`src/rtl/fldadd_pkg.sv`:
```
package fldadd_pkg;
    localparam int CHAR_W  = 8;
    localparam int DATA_W  = 6;
    localparam int DIGIT_W = 4;
    localparam int ZONE_W  = DATA_W - DIGIT_W;
    localparam int WM_BIT  = CHAR_W - 1;
    localparam int PAR_BIT = CHAR_W - 2;
    localparam int RADIX   = 10;

    typedef enum logic [2:0] {
        ST_IDLE,
        ST_FETCH_A,
        ST_FETCH_B,
        ST_WRITE_B,
        ST_DONE
    } fa_state_t;
endpackage

```
`src/rtl/fldadd_parity.sv`:
```
module fldadd_parity #(
    parameter int DATA_W = 6
) (
    input  logic [DATA_W-1:0] data,
    input  logic              par_in,
    output logic              par_gen,
    output logic              par_ok
);
    // odd parity: generated bit makes the total count of ones odd
    assign par_gen = ~(^data);
    assign par_ok  = ^{par_in, data};
endmodule

```
`src/rtl/fldadd_digit.sv`:
```
module fldadd_digit #(
    parameter int DIGIT_W = 4,
    parameter int RADIX   = 10
) (
    input  logic [DIGIT_W-1:0] a,
    input  logic [DIGIT_W-1:0] b,
    input  logic               cin,
    output logic [DIGIT_W-1:0] sum,
    output logic               cout
);
    localparam logic [DIGIT_W:0] RAD = (DIGIT_W+1)'(RADIX);

    logic [DIGIT_W:0] raw;
    logic [DIGIT_W:0] wrapped;

    always_comb begin
        raw     = {1'b0, a} + {1'b0, b} + {{DIGIT_W{1'b0}}, cin};
        wrapped = raw - RAD;
        if (raw >= RAD) begin
            cout = 1'b1;
            sum  = wrapped[DIGIT_W-1:0];
        end else begin
            cout = 1'b0;
            sum  = raw[DIGIT_W-1:0];
        end
    end
endmodule

```
`src/rtl/fldadd_serial.sv`:
```
module fldadd_serial
    import fldadd_pkg::*;
#(
    parameter int ADDR_W = 10
) (
    input  logic              clk,
    input  logic              rst_n,
    input  logic              start,
    input  logic [ADDR_W-1:0] a_addr,
    input  logic [ADDR_W-1:0] b_addr,
    output logic              busy,
    output logic              done,
    output logic              carry_out,
    output logic              par_err,
    output logic [ADDR_W-1:0] mem_addr,
    output logic              mem_we,
    output logic [CHAR_W-1:0] mem_wdata,
    input  logic [CHAR_W-1:0] mem_rdata
);
    localparam logic [ADDR_W-1:0] ONE = ADDR_W'(1);

    fa_state_t          state, state_nx;
    logic [ADDR_W-1:0]  a_ptr, b_ptr;
    logic [DIGIT_W-1:0] a_dig;
    logic               carry;
    logic               a_end;
    logic               err_q;
    logic               cout_q;

    logic               rd_par_ok;
    logic               wr_par;
    logic [DIGIT_W-1:0] sum_dig;
    logic               sum_cout;
    logic               rd_mark;

    assign rd_mark = mem_rdata[WM_BIT];

    // parity check of the character on the read bus
    fldadd_parity #(.DATA_W(DATA_W)) u_rd_par (
        .data    (mem_rdata[DATA_W-1:0]),
        .par_in  (mem_rdata[PAR_BIT]),
        .par_gen (),
        .par_ok  (rd_par_ok)
    );

    // parity generation for the written character
    fldadd_parity #(.DATA_W(DATA_W)) u_wr_par (
        .data    ({mem_rdata[DATA_W-1:DIGIT_W], sum_dig}),
        .par_in  (1'b0),
        .par_gen (wr_par),
        .par_ok  ()
    );

    fldadd_digit #(.DIGIT_W(DIGIT_W), .RADIX(RADIX)) u_digit (
        .a    (a_dig),
        .b    (mem_rdata[DIGIT_W-1:0]),
        .cin  (carry),
        .sum  (sum_dig),
        .cout (sum_cout)
    );

    // next-state logic
    always_comb begin
        state_nx = state;
        unique case (state)
            ST_IDLE:    if (start) state_nx = ST_FETCH_A;           // launch
            ST_FETCH_A: state_nx = ST_FETCH_B;                      // to_b
            ST_FETCH_B: state_nx = ST_WRITE_B;                      // to_write
            ST_WRITE_B: begin
                if (rd_mark)    state_nx = ST_DONE;                 // finish
                else if (a_end) state_nx = ST_FETCH_B;              // next_b_only
                else            state_nx = ST_FETCH_A;              // next_pair
            end
            ST_DONE:    state_nx = ST_IDLE;                         // release
            default:    state_nx = ST_IDLE;
        endcase
    end

    // state and datapath registers
    always_ff @(posedge clk) begin
        if (!rst_n) begin
            state  <= ST_IDLE;
            a_ptr  <= '0;
            b_ptr  <= '0;
            a_dig  <= '0;
            carry  <= 1'b0;
            a_end  <= 1'b0;
            err_q  <= 1'b0;
            cout_q <= 1'b0;
        end else begin
            state <= state_nx;
            unique case (state)
                ST_IDLE: begin
                    if (start) begin
                        a_ptr  <= a_addr;
                        b_ptr  <= b_addr;
                        a_dig  <= '0;
                        carry  <= 1'b0;
                        a_end  <= 1'b0;
                        err_q  <= 1'b0;
                        cout_q <= 1'b0;
                    end
                end
                ST_FETCH_A: ;
                ST_FETCH_B: begin
                    if (!a_end) begin
                        a_dig <= mem_rdata[DIGIT_W-1:0];
                        if (!rd_par_ok) err_q <= 1'b1;
                        if (rd_mark)    a_end <= 1'b1;
                    end
                end
                ST_WRITE_B: begin
                    carry <= sum_cout;
                    if (!rd_par_ok) err_q <= 1'b1;
                    if (rd_mark) begin
                        cout_q <= sum_cout;
                    end else begin
                        b_ptr <= b_ptr - ONE;
                        if (a_end) a_dig <= '0;
                        else       a_ptr <= a_ptr - ONE;
                    end
                end
                ST_DONE: ;
                default: ;
            endcase
        end
    end

    // outputs
    always_comb begin
        busy      = (state != ST_IDLE);
        done      = (state == ST_DONE);
        mem_we    = (state == ST_WRITE_B);
        mem_addr  = (state == ST_FETCH_A) ? a_ptr : b_ptr;
        mem_wdata = {rd_mark, wr_par, mem_rdata[DATA_W-1:DIGIT_W], sum_dig};
        carry_out = cout_q;
        par_err   = err_q;
    end


    idle_quiet_chk: assert property (@(posedge clk) disable iff (!rst_n)
        (state == ST_IDLE) |-> (!mem_we && !done));


    write_same_addr_chk: assert property (@(posedge clk) disable iff (!rst_n)
        mem_we |-> (mem_addr == $past(mem_addr)) && !$past(mem_we));


    wr_parity_chk: assert property (@(posedge clk) disable iff (!rst_n)
        mem_we |-> (^mem_wdata[PAR_BIT:0]));


    wr_mark_chk: assert property (@(posedge clk) disable iff (!rst_n)
        mem_we |-> (mem_wdata[WM_BIT] == mem_rdata[WM_BIT]));


    digit_range_chk: assert property (@(posedge clk) disable iff (!rst_n)
        (mem_we && (a_dig < DIGIT_W'(RADIX)) && (mem_rdata[DIGIT_W-1:0] < DIGIT_W'(RADIX)))
        |-> (mem_wdata[DIGIT_W-1:0] < DIGIT_W'(RADIX)));


    busy_launch_chk: assert property (@(posedge clk) disable iff (!rst_n)
        $rose(busy) |-> $past(start));


    done_single_chk: assert property (@(posedge clk) disable iff (!rst_n)
        done |=> (!done && !busy));


    a_no_fetch_chk: assert property (@(posedge clk) disable iff (!rst_n)
        (state == ST_WRITE_B && a_end && !rd_mark) |=> (state == ST_FETCH_B));
endmodule

```
`config.mk`:
```
export PLATFORM = sky130hd
export DESIGN_NAME = fldadd_serial
export DESIGN_NICKNAME = d
export VERILOG_FILES = /design/src/rtl/fldadd_pkg.sv /design/src/rtl/fldadd_parity.sv /design/src/rtl/fldadd_digit.sv /design/src/rtl/fldadd_serial.sv
export SDC_FILE = /design/constraint.sdc
export NUM_CORES = 1
export LEC_CHECK = 0
export ABC_AREA = 1
export BUFFER_PORTS_ARGS = -buffer_cell sky130_fd_sc_hd__buf_4
export CORE_UTILIZATION = 58
export CTS_BUF_LIST = sky130_fd_sc_hd__clkbuf_4 sky130_fd_sc_hd__clkbuf_8 sky130_fd_sc_hd__clkbuf_16
export CTS_CLUSTER_DIAMETER = 100
export DETAILED_ROUTE_END_ITERATION = 10
export HOLD_SLACK_MARGIN = 0.05
export PLACE_DENSITY = 0.85
export SLEW_MARGIN = 40
export SYNTH_ARGS = -nofsm -noshare
export SYNTH_HDL_FRONTEND = slang
export SYNTH_SLANG_ARGS = --single-unit
```
`constraint.sdc`:
```
create_clock -name clk -period 10.74 [get_ports clk]
set_input_delay 2.148 -clock clk [delete_from_list [all_inputs] [get_ports clk]]
set_output_delay 2.148 -clock clk [all_outputs]
set_load 0.01 [all_outputs]
```
==> out/metrics.csv <==
metric,value,unit
status,completed,
postCtsHoldBufs,0,
finalWorstPathRequiredPeriod,6.67,ns
max-clock-path-buffers,2,
syn_area,2340,sq um
synth_compound_area_share,18.5,%
wl_met3,274,um
dp_hpwl,4110,um
max_stage_delay,0.45,ns
cpMaxStageDelayCell,fa_1,
ios,54,
wire_per_inst,11.7,um
max_freq,150,MHz
netlist.area_leader.share,26.6,%
finalPower,392,uW
maxCapViolations,0,
port_buffers,53,
clkTransAtPathRegs,0.06,ns
rsz0062_at_grt,no,
yosys.area_share.simple,34.9,%
synth_seq_cells,31,
worstPathArrival,4.52,ns
synth_cell_types,35,
antenna_left,0,
root_buffer,clkbuf_8,
dr_wl_met2,2690,um
register_area,621,sq um
core,3770,sq um
crit_fanout,5,
insertedDiodeCount,0,
hold_viol_final,0,
fillers,339,
path_common_cell,nand2_1,
grt_pass1_vias,2267,
synth_nets,420,
initial_utilization,62.0,%
yosys-mux-area-fraction,0,%
wl_met1,2450,um
num_rows,22,
drc,0,
multi_input_area,1430,sq um
synth_area_leader_cell,dfxtp_1,
htree_levels,2,
tritoncts,built,
min_path_type,reg2reg,
clkLatencyLatePin,0.29,ns
grt_overflow,0,
post-cts-setup-buffers,0,
p_leak,0.00132,uW
irDropWorstVdd,0.0000872,V
avgSynthCellArea,6.13,sq um
grt_max_degree,31,
areaGrowthSynthToFinish,19.8,%
antenna_found_initial,0,
slew_violations,0,
synth_top_family_by_area,simple AND/OR/NAND/NOR gates,
setup_viol,0,
cts_buffers,5,
cts.sinks,31,
max_slew.worst_pin.slew,0.741,ns
worstSetupPathType,in2out,
fin_crit_sh,62.1,%
die_x,65.5,um
wl,5530,um
path_cells,buf_4 > inv_1 > fa_1 > fa_1 > inv_1 > nand2_1 > nand2_1 > inv_1 > ha_1 > nand2_1 > nand3_1 > nand2_1 > nand2_1 > nand2_1 > nand3_1 > nand3_1 > nand2_1 > buf_4,
placed_cell_area,2700,sq um
dieArea,4290,sq um
finalNonFillerCells,473,
nets,463,
drive_gt1_share,20.0,%
synth-warning-count,0,
power_density,140,nW/um^2
gp_congestion,0.855,
placed_cells,465,
cp_data_required_time,8.59,ns
synthCells,381,
die_height,65.5,um
first_pass_iters,4,
grt_usage,28.0,%
routed.top_layer,met4,
cp-start-kind,input port,
ctsResizeCount,0,
whs,0.450,ns
ys_top_cells_by_area,"dfxtp_1 27%, nand2_1 17%, nor2_1 7.1%",
vias,2480,
final_area,2800,sq um
tns,0,ns
critPathCaptureType,output port,
synth_seq_area_share,26.6,%
finalClockSkew,0.00376,ns
slew_headroom,50.3,%
grt_pass1_wl,9230,um
drt_iter0_markers,142,
yosys.area_share.adder,4.93,%
synth_xor_area_share,2.25,%
routed_via_density,5.24,
## path summary, 6_finish.rpt
path | slack, ns | endpoint | cells past startpoint | from
setup / recovery | 4.07 | mem_wdata[6] | 18 | mem_rdata[0]
hold / removal | 0.45 | par_err | 2 | par_err
setup reg to reg | 8.26 | a_ptr[7] | 8 | state[1]
hold reg to reg | 0.45 | par_err | 2 | par_err
## critical path, delay by kind of cell
| kind | cells | cell delay (ns) |
|---|---|---|
| buffers and inverters | 5 | 0.41 |
| AND/OR/NAND/NOR | 10 | 0.90 |
| adder cells (fa/ha/maj) | 3 | 1.07 |
## registers in the layout, indices dropped and copies added (netlist names)
name       cells
a_ptr         10
b_ptr         10
a_dig          4
state          3
a_end          1
carry          1
carry_out      1
par_err        1
## metrics by stage
stage	utilization, %	setup slack, ns
after global routing	74.2	3.78
after floorplan	-	4.29
after global placement	71.3	4.17
final	74.2	4.07
after CTS	74.2	4.08
after detailed placement	71.5	4.09
## layout make-up
cell class | instances | area share [%]
clock buffers | 8 | 3.71
inverters | 50 | 6.79
multi-input cells | 283 | 51.0
flip-flops and latches | 31 | 22.2
well taps | 48 | 2.15
repair buffers | 53 | 14.2
## synth_stat cells, drive strengths merged
master,number
nand2,114
buf,14
a31oi,3
or2,2
xor2,3
a211oi,3
xnor2,3
nand4,5
nor3,4
fa,2
clkbuf,3
nand3b,1
dfxtp,31
a21oi,28
o41ai,1
nand3,22
ha,6
o21ai,36
inv,50
o211ai,4
nor2,46
## where the power goes
| part | internal, uW | total (uW) | switching (uW) | leakage, uW |
|---|---|---|---|---|
| combinational | 59.7 | 150 | 90.4 | 0.00102 |
| clock | 60.9 | 105 | 43.8 | 0.0000549 |
| sequential | 126 | 137 | 10.4 | 0.000254 |
## metal layers
metal,global-route usage [%],vias to the layer above
met3,4.86,13
met5,0,-
li1,-,1297
met1,32.7,1097
met4,12.5,0
met2,49.6,73
## logic make-up after synthesis
logic type / Yosys count
AOI/OAI and AO/OA: 75
adders and majority gates: 8
and+or+nand+nor: 194
xor gates and xnor gates: 6
buffers and inverters: 67
DFF: 31
## layout by cell type (no fill, tap or decap), types with 2 or more instances in the layout
| master | n |
|---|---|
| o211ai_2 | 2 |
| a31oi_1 | 3 |
| buf_4 | 53 |
| a21oi_2 | 3 |
| inv_2 | 6 |
| xnor2_1 | 3 |
| o21ai_0 | 33 |
| nand2_2 | 6 |
| o211ai_1 | 2 |
| dfxtp_1 | 31 |
| o21ai_1 | 2 |
| fa_1 | 2 |
| clkbuf_8 | 7 |
| nor2_1 | 44 |
| nand3_1 | 22 |
| nor3_1 | 3 |
| nand4_1 | 5 |
| a211oi_1 | 3 |
| nand2_1 | 107 |
| ha_1 | 6 |
| inv_1 | 42 |
| xor2_1 | 3 |
| a21oi_1 | 25 |
Power figures use the tool's default switching activity.
